--- src/rtl/psat_pkg.sv ---
package psat_pkg;

    localparam int BYTE_W = 8;

    typedef enum logic [1:0] {
        LANE_B8  = 2'd0,
        LANE_H16 = 2'd1,
        LANE_W32 = 2'd2,
        LANE_W32X = 2'd3
    } lane_mode_e;

    // index mask inside a lane: bytes per lane minus one
    function automatic logic [1:0] lane_mask(lane_mode_e m);
        unique case (m)
            LANE_B8:  lane_mask = 2'd0;
            LANE_H16: lane_mask = 2'd1;
            default:  lane_mask = 2'd3;
        endcase
    endfunction

endpackage

--- src/rtl/psat_lane_ctrl.sv ---
module psat_lane_ctrl
    import psat_pkg::*;
#(
    parameter int NUM_BYTES = 8,
    localparam int IDX_W = $clog2(NUM_BYTES)
)(
    input  lane_mode_e           mode_i,
    output logic [NUM_BYTES-1:0] start_o,
    output logic [NUM_BYTES-1:0] end_o,
    output logic [IDX_W-1:0]     top_idx_o [NUM_BYTES]
);

    logic [IDX_W-1:0] mask;

    always_comb begin
        mask = IDX_W'(lane_mask(mode_i));
    end

    for (genvar i = 0; i < NUM_BYTES; i++) begin : g_byte
        localparam logic [IDX_W-1:0] POS = IDX_W'(i);
        always_comb begin
            start_o[i]   = ((POS & mask) == '0);
            end_o[i]     = ((POS & mask) == mask);
            top_idx_o[i] = POS | mask;
        end
    end

endmodule

--- src/rtl/psat_byte_slice.sv ---
module psat_byte_slice
    import psat_pkg::*;
(
    input  logic [BYTE_W-1:0] a_i,
    input  logic [BYTE_W-1:0] b_i,
    input  logic              sub_i,
    input  logic              cin_i,
    output logic [BYTE_W-1:0] sum_o,
    output logic              cout_o,
    output logic              a_top_o,
    output logic              bx_top_o
);

    logic [BYTE_W-1:0] bx;

    always_comb begin
        bx = sub_i ? ~b_i : b_i;
        {cout_o, sum_o} = {1'b0, a_i} + {1'b0, bx} + {{BYTE_W{1'b0}}, cin_i};
        a_top_o  = a_i[BYTE_W-1];
        bx_top_o = bx[BYTE_W-1];
    end

endmodule

--- src/rtl/psat_clamp.sv ---
module psat_clamp
    import psat_pkg::*;
(
    input  logic [BYTE_W-1:0] sum_i,
    input  logic              lane_ovf_i,
    input  logic              lane_pos_i,
    input  logic              is_top_i,
    input  logic              sat_i,
    input  logic              signed_i,
    input  logic              sub_i,
    output logic [BYTE_W-1:0] byte_o
);

    localparam logic [BYTE_W-1:0] ONES = '1;
    localparam logic [BYTE_W-1:0] ZERO = '0;
    localparam logic [BYTE_W-1:0] SMAX = {1'b0, {(BYTE_W-1){1'b1}}};
    localparam logic [BYTE_W-1:0] SMIN = {1'b1, {(BYTE_W-1){1'b0}}};

    always_comb begin
        if (!(sat_i && lane_ovf_i)) begin
            byte_o = sum_i;
        end else if (!signed_i) begin
            byte_o = sub_i ? ZERO : ONES;
        end else if (lane_pos_i) begin
            byte_o = is_top_i ? SMAX : ONES;
        end else begin
            byte_o = is_top_i ? SMIN : ZERO;
        end
    end

endmodule

--- src/rtl/psat_adder.sv ---
module psat_adder
    import psat_pkg::*;
#(
    parameter int NUM_BYTES = 8,
    localparam int DATA_W = NUM_BYTES * BYTE_W,
    localparam int IDX_W = $clog2(NUM_BYTES)
)(
    input  logic                 clk,
    input  logic                 rst_n,
    input  logic [DATA_W-1:0]    op_a_i,
    input  logic [DATA_W-1:0]    op_b_i,
    input  logic [1:0]           lane_mode_i,
    input  logic                 sub_i,
    input  logic                 signed_i,
    input  logic                 sat_i,
    output logic [DATA_W-1:0]    sum_o,
    output logic [NUM_BYTES-1:0] ovf_o
);

    lane_mode_e mode;
    logic [NUM_BYTES-1:0] start_b, end_b, cin_b, cout_b, a_top, bx_top, lane_ovf;
    logic [IDX_W-1:0]     top_idx [NUM_BYTES];
    logic [BYTE_W-1:0]    raw_sum [NUM_BYTES];
    logic [BYTE_W-1:0]    out_byte [NUM_BYTES];
    logic [DATA_W-1:0]    sum_d;

    always_comb begin
        mode = lane_mode_e'(lane_mode_i);
    end

    psat_lane_ctrl #(.NUM_BYTES(NUM_BYTES)) u_ctrl (
        .mode_i    (mode),
        .start_o   (start_b),
        .end_o     (end_b),
        .top_idx_o (top_idx)
    );

    for (genvar i = 0; i < NUM_BYTES; i++) begin : g_slice
        if (i == 0) begin : g_first
            always_comb cin_b[i] = sub_i;
        end else begin : g_rest
            always_comb cin_b[i] = start_b[i] ? sub_i : cout_b[i-1];
        end

        psat_byte_slice u_slice (
            .a_i      (op_a_i[i*BYTE_W +: BYTE_W]),
            .b_i      (op_b_i[i*BYTE_W +: BYTE_W]),
            .sub_i    (sub_i),
            .cin_i    (cin_b[i]),
            .sum_o    (raw_sum[i]),
            .cout_o   (cout_b[i]),
            .a_top_o  (a_top[i]),
            .bx_top_o (bx_top[i])
        );

        logic u_ovf, s_ovf;
        always_comb begin
            u_ovf = sub_i ? ~cout_b[i] : cout_b[i];
            s_ovf = (a_top[i] == bx_top[i]) && (raw_sum[i][BYTE_W-1] != a_top[i]);
            lane_ovf[i] = end_b[i] && (signed_i ? s_ovf : u_ovf);
        end
    end

    for (genvar i = 0; i < NUM_BYTES; i++) begin : g_sat
        logic own_ovf, own_pos;
        always_comb begin
            own_ovf = lane_ovf[top_idx[i]];
            own_pos = ~a_top[top_idx[i]];
        end

        psat_clamp u_clamp (
            .sum_i      (raw_sum[i]),
            .lane_ovf_i (own_ovf),
            .lane_pos_i (own_pos),
            .is_top_i   (end_b[i]),
            .sat_i      (sat_i),
            .signed_i   (signed_i),
            .sub_i      (sub_i),
            .byte_o     (out_byte[i])
        );

        always_comb sum_d[i*BYTE_W +: BYTE_W] = out_byte[i];
    end

    always_ff @(posedge clk or negedge rst_n) begin
        if (!rst_n) begin
            sum_o <= '0;
            ovf_o <= '0;
        end else begin
            sum_o <= sum_d;
            ovf_o <= lane_ovf;
        end
    end

    for (genvar i = 0; i < NUM_BYTES; i++) begin : g_chk
        if (i % 2 == 0) begin : g_even

            flag_even_zero_chk: assert property (@(posedge clk) disable iff (!rst_n)
                (lane_mode_i != 2'd0) |=> !ovf_o[i]);
        end
        if (i % 4 != 3) begin : g_nontop

            flag_wide_zero_chk: assert property (@(posedge clk) disable iff (!rst_n)
                (lane_mode_i[1]) |=> !ovf_o[i]);
        end

        wrap_byte_chk: assert property (@(posedge clk) disable iff (!rst_n)
            (!sat_i && lane_mode_i == 2'd0 && !sub_i) |=>
            (sum_o[i*BYTE_W +: BYTE_W] ==
             BYTE_W'($past(op_a_i[i*BYTE_W +: BYTE_W]) + $past(op_b_i[i*BYTE_W +: BYTE_W]))));

        usat_top_chk: assert property (@(posedge clk) disable iff (!rst_n)
            (sat_i && !signed_i) |=>
            (!ovf_o[i] || sum_o[i*BYTE_W +: BYTE_W] == ($past(sub_i) ? 8'h00 : 8'hFF)));

        ssat_top_chk: assert property (@(posedge clk) disable iff (!rst_n)
            (sat_i && signed_i) |=>
            (!ovf_o[i] || sum_o[i*BYTE_W +: BYTE_W] == 8'h7F || sum_o[i*BYTE_W +: BYTE_W] == 8'h80));
    end

endmodule

--- config.mk ---
export PLATFORM = sky130hd
export DESIGN_NAME = psat_adder
export DESIGN_NICKNAME = d
export VERILOG_FILES = /design/src/rtl/psat_pkg.sv /design/src/rtl/psat_lane_ctrl.sv /design/src/rtl/psat_byte_slice.sv /design/src/rtl/psat_clamp.sv /design/src/rtl/psat_adder.sv
export SDC_FILE = /design/constraint.sdc
export NUM_CORES = 1
export LEC_CHECK = 0
export BUFFER_PORTS_ARGS = -buffer_cell sky130_fd_sc_hd__clkbuf_2
export CAP_MARGIN = 0
export CORE_MARGIN = 5
export CORE_UTILIZATION = 59
export DETAILED_ROUTE_END_ITERATION = 8
export PLACE_DENSITY = 0.93
export SYNTH_ARGS = -nofsm -noshare
export SYNTH_HDL_FRONTEND = slang
export SYNTH_HIERARCHICAL = 1
export SYNTH_SLANG_ARGS = --single-unit
--- constraint.sdc ---
create_clock -name clk -period 1 [get_ports clk]
set_clock_uncertainty 0.1 [all_clocks]
set_input_delay 0.15 -clock clk [delete_from_list [all_inputs] [get_ports clk]]
set_output_delay 0.15 -clock clk [all_outputs]
set_load 0.05 [all_outputs]
==> impl_results.html, run 1 <==
<table>
<tr><th>Metric</th><th>Value</th></tr>
<tr><th colspan="2">Placed design</th></tr>
<tr><td>Final weighted congestion in routability-driven placement</td><td>0.9990</td></tr>
<tr><td>Setup slack after placement</td><td>-7.664 ns</td></tr>
<tr><td>DP HPWL</td><td>20830 um</td></tr>
<tr><td>Port bufs</td><td>206</td></tr>
<tr><th colspan="2">Synthesis</th></tr>
<tr><td>Mapped Avg Cell Area</td><td>9.106 um2</td></tr>
<tr><td>Number of warning messages in the yosys log</td><td>6</td></tr>
<tr><td>Post-synthesis cell area</td><td>8087 um2</td></tr>
<tr><td>Post-Synthesis Cells</td><td>888</td></tr>
<tr><th colspan="2">Die</th></tr>
<tr><td>Horizontal die dimension</td><td>127.1 um</td></tr>
<tr><td>Initial Util</td><td>0.6058</td></tr>
<tr><td>Total number of placement rows</td><td>42</td></tr>
<tr><td>Chip height</td><td>127.1 um</td></tr>
<tr><td>I/O pins</td><td>just over 200</td></tr>
<tr><th colspan="2">Clock network</th></tr>
<tr><td>Longest Clk Path Bufs</td><td>2</td></tr>
<tr><td>H-tree Lvls</td><td>3</td></tr>
<tr><td>CTS sink cnt</td><td>a little over 70</td></tr>
<tr><td>Number of buffers created by CTS</td><td>9</td></tr>
<tr><td>Clock tree root driver cell</td><td>sky130_fd_sc_hd__clkbuf_16</td></tr>
<tr><th colspan="2">GRT</th></tr>
<tr><td>GR Overflow Total</td><td>1352</td></tr>
<tr><td>GRT Overall Usage</td><td>0.9346</td></tr>
<tr><td>Largest net degree at the start of global routing</td><td>between 40 and 50</td></tr>
<tr><th colspan="2">Run status</th></tr>
<tr><td>Outcome</td><td>aborted with a tool error</td></tr>
<tr><td>Error that ended the run</td><td>[ERROR GRT-0232] Routing congestion too high. Check the congestion heatmap in the GUI.</td></tr>
<tr><td>Failing step</td><td>global routing</td></tr>
<tr><th colspan="2">Timing</th></tr>
<tr><td>Pin type at the end of the worst path</td><td>sequential cell input</td></tr>
<tr><td>Worst setup endpoint GRT</td><td>sum_o[60]$_DFF_PN0_/D</td></tr>
</table>
through the flow:
step                cells    util  area (um2)
global placement     1425  0.8136       10860
floorplan             905       -        8404
detailed placement   1425  0.8136       10860
CTS                  1521  0.9472       12640
timing repair:
| item | CTS |
|---|---|
| endpoints found under the hold margin | 72 |
| hold buffers | 1 |
| pin swaps | 61 |
| setup endpoints to repair | 144 |
| resized for setup | 197 |
| setup buffers | 89 |
per-layer routing:
metal,overflow,track usage
met5,0,0.1641
met3,4,0.6323
met1,6,0.8398
met4,275,1.074
met2,1067,1.279
==> inputs of run 2 (changes only) <==
--- a/config.mk
+++ b/config.mk
@@ -8,9 +8,9 @@
 export BUFFER_PORTS_ARGS = -buffer_cell sky130_fd_sc_hd__clkbuf_2
 export CAP_MARGIN = 0
 export CORE_MARGIN = 5
-export CORE_UTILIZATION = 59
+export CORE_UTILIZATION = 40
 export DETAILED_ROUTE_END_ITERATION = 8
-export PLACE_DENSITY = 0.93
+export PLACE_DENSITY_LB_ADDON = 0.15
 export SYNTH_ARGS = -nofsm -noshare
 export SYNTH_HDL_FRONTEND = slang
 export SYNTH_HIERARCHICAL = 1
==> impl_results.html, run 2 <==
<table>
<tr><th>Metric</th><th>Value</th></tr>
<tr><th colspan="2">Run status</th></tr>
<tr><td>Outcome</td><td>finished with violations</td></tr>
<tr><td>Violated checks</td><td>setup timing</td></tr>
<tr><th colspan="2">Pwr</th></tr>
<tr><td>Worst-case vdd ir drop</td><td>0.001294 V</td></tr>
<tr><td>Total Power Consumption</td><td>21040 uW</td></tr>
<tr><td>PwrDens</td><td>around 1700 nW/um2</td></tr>
<tr><td>Leakage</td><td>0.006218 uW</td></tr>
<tr><th colspan="2">Timing</th></tr>
<tr><td>Share of the clock period used by the worst path</td><td>7.965</td></tr>
<tr><td>Final worst-path setup slack</td><td>-6.965 ns</td></tr>
<tr><td>Setup_tns</td><td>-480.53 ns</td></tr>
<tr><td>Number of setup violations in the final report</td><td>144</td></tr>
<tr><td>Fin. Hold Viols</td><td>0</td></tr>
<tr><td>Max-slew headroom at the worst pin</td><td>0.5357</td></tr>
<tr><td>Final Max Slew Viols</td><td>0</td></tr>
<tr><td>Fmax</td><td>~0.13 GHz</td></tr>
<tr><td>Post-layout min period</td><td>between 7 and 8 ns</td></tr>
<tr><td>Transition time of the tightest slew-check pin</td><td>0.6965 ns</td></tr>
<tr><td>Unrepaired setup endpoints after global routing</td><td>true</td></tr>
<tr><th colspan="2">Worst setup path</th></tr>
<tr><td>Data arrival at the endpoint of the critical path</td><td>8.09 ns</td></tr>
<tr><td>Critical Path Start Type</td><td>input pin</td></tr>
<tr><td>CP peak stage delay</td><td>0.50 ns</td></tr>
<tr><td>Worst Setup End Kind</td><td>flop</td></tr>
<tr><td>Critical path data required time</td><td>1.13 ns</td></tr>
<tr><td>Slowest cell on the critical path</td><td>sky130_fd_sc_hd__or4_4</td></tr>
<tr><td>Kind of critical path</td><td>in2reg</td></tr>
<tr><td>CP Max Fanout</td><td>7</td></tr>
<tr><th colspan="2">Clock network</th></tr>
<tr><td>Clock tree root driver cell</td><td>sky130_fd_sc_hd__clkbuf_16</td></tr>
<tr><td>Clock slew at the register clock pins of the worst setup and hold paths</td><td>0.06 ns</td></tr>
<tr><td>CTS tree</td><td>done</td></tr>
<tr><td>CTS sink cnt</td><td>72 (unchanged)</td></tr>
<tr><td>H-tree Lvls</td><td>3 (unchanged)</td></tr>
<tr><td>Longest Clk Path Bufs</td><td>2 (unchanged)</td></tr>
<tr><td>Number of buffers created by CTS</td><td>9 (unchanged)</td></tr>
<tr><th colspan="2">Detailed routing</th></tr>
<tr><td>Detail Route met2 WL</td><td>11260 um</td></tr>
<tr><td>Number of iterations in the first detailed-routing pass</td><td>4</td></tr>
<tr><td>Met3 routed wirelength</td><td>1247 um</td></tr>
<tr><td>Total Wirelength</td><td>approximately 23000 um</td></tr>
<tr><td>Number of DRC violations after detailed-routing iteration 0</td><td>between 200 and 250</td></tr>
<tr><td>Post-DR vias/cell</td><td>4.814</td></tr>
<tr><td>Vias post-DR</td><td>7543</td></tr>
<tr><td>Post-route DRC</td><td>0</td></tr>
<tr><td>Routed length on met1</td><td>~10000 um</td></tr>
<tr><td>Detail Route Antenna Nets</td><td>0</td></tr>
<tr><td>Wirelength per Cell</td><td>14.72 um</td></tr>
<tr><td>Top Layer Used</td><td>met4</td></tr>
<tr><th colspan="2">Synthesis</th></tr>
<tr><td>Post-synthesis cell area</td><td>8087 um2 (unchanged)</td></tr>
<tr><td>Post-Synthesis Cells</td><td>888 (unchanged)</td></tr>
<tr><td>Mapped Avg Cell Area</td><td>9.106 um2 (unchanged)</td></tr>
<tr><td>Number of warning messages in the yosys log</td><td>6 (unchanged)</td></tr>
<tr><th colspan="2">GRT</th></tr>
<tr><td>Global-route wire length before repair</td><td>37970 um</td></tr>
<tr><td>GR Overflow Total</td><td>0</td></tr>
<tr><td>Largest net degree at the start of global routing</td><td>43</td></tr>
<tr><td>Initial antenna violation count</td><td>0</td></tr>
<tr><td>GRT Overall Usage</td><td>0.1979</td></tr>
<tr><td>Number of global-route vias before repair</td><td>7680</td></tr>
<tr><th colspan="2">Die</th></tr>
<tr><td>Core footprint</td><td>20040 um2</td></tr>
<tr><td>Total number of placement rows</td><td>52 (+24%)</td></tr>
<tr><td>I/O pins</td><td>207 (unchanged)</td></tr>
<tr><td>Initial Util</td><td>0.4035 (-0.2023)</td></tr>
<tr><td>Horizontal die dimension</td><td>152.2 um (+20%)</td></tr>
<tr><td>Chip height</td><td>152.2 um (+20%)</td></tr>
<tr><td>Overall die area</td><td>23160 um2</td></tr>
<tr><th colspan="2">Final layout</th></tr>
<tr><td>Most common library cell in the layout ignoring fill and taps</td><td>sky130_fd_sc_hd__buf_4</td></tr>
<tr><td>Flip-flop count of the largest register, all copies and words added</td><td>64</td></tr>
<tr><td>Share of cells above drive strength 1</td><td>0.4842</td></tr>
<tr><td>Register name with the most flops</td><td>sum_o</td></tr>
<tr><td>Post-Layout Cell Count</td><td>between 1500 and 2000</td></tr>
<tr><td>Leading cell types in the layout, fill and taps excluded</td><td>sky130_fd_sc_hd__buf_4 (224), sky130_fd_sc_hd__clkbuf_2 (132), sky130_fd_sc_hd__dfrtp_1 (72)</td></tr>
<tr><td>Area growth from synthesis to final layout</td><td>53.09%</td></tr>
<tr><td>Area of all placed cells without fillers</td><td>12380 um2</td></tr>
<tr><td>Finished Core Util</td><td>0.6178</td></tr>
<tr><td>Top Registers</td><td>sum_o (64), ovf_o (8)</td></tr>
<tr><td>Antenna diodes</td><td>0</td></tr>
<tr><td>Nets@finish</td><td>1499</td></tr>
<tr><th colspan="2">Placed design</th></tr>
<tr><td>DP HPWL</td><td>18270 um (-12%)</td></tr>
<tr><td>Instance area after placement</td><td>11000 um2 (+1.3%)</td></tr>
<tr><td>Port bufs</td><td>206 (unchanged)</td></tr>
<tr><td>Placed Cells incl. Taps</td><td>1522 (+6.8%)</td></tr>
<tr><td>Final weighted congestion in routability-driven placement</td><td>0.8549 (-14%)</td></tr>
<tr><th colspan="2">Worst hold path</th></tr>
<tr><td>Worst min-delay path class</td><td>in2reg</td></tr>
<tr><th colspan="2">Job</th></tr>
<tr><td>Max-cap viol count</td><td>0</td></tr>
</table>
## run 2: path summary, 6_finish.rpt
kind | start | to | slack (ns) | cells past startpoint
min in group asynchronous | rst_n | sum_o[32] | 0.22 | 3
worst min-delay path | sat_i | sum_o[39] | 0.12 | 3
max in group asynchronous | rst_n | ovf_o[6] | 0.34 | 3
worst max-delay path | sub_i | sum_o[14] | -6.96 | 46
## run 2: critical path, delay by kind of cell
kind            cells  cell delay, ns
fa+ha+maj           8            2.98
xor+xnor            2            0.22
buf+inv             6            0.45
simple gates        8            1.31
compound gates     19            2.43
mux                 3            0.55
## run 2: through the flow
step	setup WS, ns	hold slack [ns]
final	-6.965	0.1228
after global routing	-7.330	0.1434
after CTS	-7.019	0.1127
after detailed placement	-7.580	0.04004
after global placement	-7.392	0.04400
after floorplan	-7.092	-0.2456
## run 2: routing by layer
layer,GRT usage,vias up
li1,-,3855
met5,0,-
met1,0.2614,3508
met2,0.3326,166
met4,0.04152,0
met3,0.04715,14
## run 2: final cells by class
class / count / area [um2]
tap: 270 / 337.8
inverter: 69 / 264.0
fill: 1801 / 7660
timing repair buffer: 454 / 3654
clock inverter: 5 / 55.05
sequential: 72 / 1802
clock buffer: 11 / 252.7
multi-input combinational: 686 / 6015
## run 2: power by group
group	switching (uW)	leakage, uW	total, uW	internal [uW]
registers	555	0.000852	4370	3810
logic	7050	0.00522	13300	6270
clock network	1290	0.000148	3350	2060
## run 2: what timing repair did
action,4_1_cts,5_1_grt
pin swaps,48,27
setup endpoints to repair,144,144
buffers inserted,22,25
hold buffers,1,0
endpoints found under the hold margin,72,0
gates resized for setup,92,221
Power figures use the tool's default switching activity.
==> inputs of run 3 (changes only) <==
--- a/config.mk
+++ b/config.mk
@@ -10,6 +10,7 @@
 export CORE_MARGIN = 5
 export CORE_UTILIZATION = 40
 export DETAILED_ROUTE_END_ITERATION = 8
+export GPL_TIMING_DRIVEN = 0
 export PLACE_DENSITY_LB_ADDON = 0.15
 export SYNTH_ARGS = -nofsm -noshare
 export SYNTH_HDL_FRONTEND = slang
==> impl_results.html, run 3 (synthesized netlist as in run 2, its figures left out) <==
<table>
<tr><th>Metric</th><th>Value</th></tr>
<tr><th colspan="2">Die</th></tr>
<tr><td>Horizontal die dimension</td><td>152.2 um (unchanged)</td></tr>
<tr><td>I/O pins</td><td>207 (unchanged)</td></tr>
<tr><td>Initial Util</td><td>0.4035 (unchanged)</td></tr>
<tr><td>Core footprint</td><td>20040 um2 (unchanged)</td></tr>
<tr><td>Chip height</td><td>152.2 um (unchanged)</td></tr>
<tr><td>Total number of placement rows</td><td>52 (unchanged)</td></tr>
<tr><td>Overall die area</td><td>23160 um2 (unchanged)</td></tr>
<tr><th colspan="2">Final layout</th></tr>
<tr><td>Finished Core Util</td><td>0.5874 (-0.03041)</td></tr>
<tr><td>Share of cells above drive strength 1</td><td>0.4384 (-0.04583)</td></tr>
<tr><td>Most common library cell in the layout ignoring fill and taps</td><td>sky130_fd_sc_hd__clkbuf_2</td></tr>
<tr><td>Post-Layout Cell Count</td><td>1495 (-4.6%)</td></tr>
<tr><td>Area growth from synthesis to final layout</td><td>45.55%</td></tr>
<tr><td>Area of all placed cells without fillers</td><td>11770 um2 (-4.9%)</td></tr>
<tr><td>Flip-flop count of the largest register, all copies and words added</td><td>64 (unchanged)</td></tr>
<tr><td>Number of filler instances in the final layout</td><td>1845 (+2.4%)</td></tr>
<tr><td>Leading cell types in the layout, fill and taps excluded</td><td>sky130_fd_sc_hd__clkbuf_2 (132), sky130_fd_sc_hd__buf_4 (125), sky130_fd_sc_hd__dfrtp_1 (72)</td></tr>
<tr><td>Nets@finish</td><td>1427 (-4.8%)</td></tr>
<tr><td>Antenna diodes</td><td>0 (unchanged)</td></tr>
<tr><td>Register name with the most flops</td><td>sum_o</td></tr>
<tr><td>Top Registers</td><td>sum_o (64), ovf_o (8)</td></tr>
<tr><th colspan="2">Detailed routing</th></tr>
<tr><td>Number of DRC violations after detailed-routing iteration 0</td><td>348 (+70%)</td></tr>
<tr><td>Vias post-DR</td><td>7415 (-1.7%)</td></tr>
<tr><td>Post-route DRC</td><td>0 (unchanged)</td></tr>
<tr><td>Total Wirelength</td><td>23540 um (+2.0%)</td></tr>
<tr><td>Detail Route Antenna Nets</td><td>0 (unchanged)</td></tr>
<tr><td>Wirelength per Cell</td><td>15.74 um (+6.9%)</td></tr>
<tr><td>Post-DR vias/cell</td><td>4.960 (+3.0%)</td></tr>
<tr><td>Number of iterations in the first detailed-routing pass</td><td>4 (unchanged)</td></tr>
<tr><th colspan="2">Worst setup path</th></tr>
<tr><td>Worst path bufs/invs</td><td>9 (+3)</td></tr>
<tr><td>Worst path top cell family by delay</td><td>adder cells</td></tr>
<tr><td>CP Max Fanout</td><td>8 (+1)</td></tr>
<tr><td>Worst Setup End Kind</td><td>flop</td></tr>
<tr><td>Slowest cell on the critical path</td><td>sky130_fd_sc_hd__fa_2</td></tr>
<tr><td>CP peak stage delay</td><td>0.38 ns (-0.12 ns)</td></tr>
<tr><td>Data arrival at the endpoint of the critical path</td><td>8.25 ns (+0.16 ns)</td></tr>
<tr><td>Critical path data required time</td><td>1.13 ns (about the same)</td></tr>
<tr><td>Critical Path Start Type</td><td>input pin</td></tr>
<tr><td>Kind of critical path</td><td>in2reg</td></tr>
<tr><th colspan="2">Clock network</th></tr>
<tr><td>H-tree Lvls</td><td>3 (unchanged)</td></tr>
<tr><td>Clock slew at the register clock pins of the worst setup and hold paths</td><td>0.06 ns (about the same)</td></tr>
<tr><td>Longest Clk Path Bufs</td><td>2 (unchanged)</td></tr>
<tr><td>CTS tree</td><td>done</td></tr>
<tr><td>CTS sink cnt</td><td>72 (unchanged)</td></tr>
<tr><td>Number of buffers created by CTS</td><td>9 (unchanged)</td></tr>
<tr><td>Clock tree root driver cell</td><td>sky130_fd_sc_hd__clkbuf_16</td></tr>
<tr><th colspan="2">Timing</th></tr>
<tr><td>Transition time of the tightest slew-check pin</td><td>0.9689 ns (+0.2724 ns)</td></tr>
<tr><td>Max-slew headroom at the worst pin</td><td>0.3517 (-0.1840)</td></tr>
<tr><td>Fmax</td><td>0.1232 GHz (-1.9%)</td></tr>
<tr><td>Final worst-path setup slack</td><td>-7.117 ns (-0.1528 ns)</td></tr>
<tr><td>Number of setup violations in the final report</td><td>144 (unchanged)</td></tr>
<tr><td>Post-layout min period</td><td>8.117 ns (+0.1528 ns)</td></tr>
<tr><td>Share of the clock period used by the worst path</td><td>8.117 (+0.1528)</td></tr>
<tr><td>Unrepaired setup endpoints after global routing</td><td>true</td></tr>
<tr><td>Post-Route Hold Slack</td><td>-0.2984 ns (-0.4211 ns)</td></tr>
<tr><td>Fin. Hold Viols</td><td>33 (+33)</td></tr>
<tr><td>Final Max Slew Viols</td><td>0 (unchanged)</td></tr>
<tr><th colspan="2">GRT</th></tr>
<tr><td>Initial antenna violation count</td><td>0 (unchanged)</td></tr>
<tr><td>GR Overflow Total</td><td>0 (unchanged)</td></tr>
<tr><td>GRT Overall Usage</td><td>0.1971 (-0.0008035)</td></tr>
<tr><td>Largest net degree at the start of global routing</td><td>40 (-7.0%)</td></tr>
<tr><td>Number of global-route vias before repair</td><td>7596 (-1.1%)</td></tr>
<tr><td>Global-route wire length before repair</td><td>37570 um (-1.1%)</td></tr>
<tr><th colspan="2">Job</th></tr>
<tr><td>Max-cap viol count</td><td>0 (unchanged)</td></tr>
<tr><th colspan="2">Placed design</th></tr>
<tr><td>Final weighted congestion in routability-driven placement</td><td>0.8497 (-0.61%)</td></tr>
<tr><td>Instance area after placement</td><td>9796 um2 (-11%)</td></tr>
<tr><td>Placed Cells incl. Taps</td><td>1382 (-9.2%)</td></tr>
<tr><td>Port bufs</td><td>206 (unchanged)</td></tr>
<tr><td>DP HPWL</td><td>16870 um (-7.7%)</td></tr>
<tr><td>Setup slack after placement</td><td>-8.779 ns (-1.199 ns)</td></tr>
<tr><th colspan="2">Pwr</th></tr>
<tr><td>PwrDens</td><td>1750 nW/um2 (+2.9%)</td></tr>
<tr><td>Worst-case vdd ir drop</td><td>0.001003 V (-22%)</td></tr>
<tr><td>Leakage</td><td>0.005770 uW (-7.2%)</td></tr>
<tr><th colspan="2">Run status</th></tr>
<tr><td>Outcome</td><td>finished with violations</td></tr>
<tr><td>Violated checks</td><td>hold timing, setup timing</td></tr>
<tr><th colspan="2">Worst hold path</th></tr>
<tr><td>Worst min-delay path class</td><td>in2async</td></tr>
</table>
run 3: final cells by class:
class / count / area (um2) / area share
timing repair buffer: 305 / 2467 / 0.2096
inverter: 69 / 266.5 / 0.02264
clock buffer: 9 / 225.2 / 0.01913
multi-input combinational: 686 / 6062 / 0.5150
buffer: 77 / 515.5 / 0.04380
clock inverter: 7 / 93.84 / 0.007973
tap: 270 / 337.8 / 0.02870
sequential: 72 / 1802 / 0.1531
run 3: stage by stage:
stage	hold slack [ns]	power (uW)	TNS [ns]
3_5_place_dp	0.09188	14210	-590.73
2_1_floorplan	-0.2456	11910	-473.76
6_report	-0.2984	20590	-491.04
3_3_place_gp	0.5536	14160	-666.72
5_1_grt	-0.2595	21790	-522.46
4_1_cts	-0.2868	19390	-497.80
run 3: metal layers:
metal  vias to the layer above  track usage  wire [um]
li1                       3721            -          -
met3                        35      0.04601       1419
met4                         0      0.05265        481
met5                         -            0          0
met2                       232       0.3347      11290
met1                      3427       0.2533      10350
run 3: worst max-delay path by stage:
stage | end | depth (start not counted) | from | slack [ns]
2_1_floorplan | sum_o[48] | 46 | sub_i | -7.09
3_3_place_gp | sum_o[36] | 46 | sub_i | -8.68
3_5_place_dp | sum_o[49] | 47 | sub_i | -8.78
4_1_cts | sum_o[55] | 47 | sub_i | -7.14
5_1_grt | sum_o[34] | 48 | sub_i | -7.56
6_report | sum_o[34] | 48 | sub_i | -7.12
run 3: timing repair:
action                                  in CTS  in global routing
gates resized for setup                    109                216
setup buffers                               68                 49
endpoints found under the hold margin       33                 33
pin swaps                                   56                 34
endpoints found under the setup margin     144                144
run 3: power by group:
part | switching, uW | internal, uW
Combinational | 7030 | 5670
Sequential | 511 | 3810
Clock | 1390 | 2190
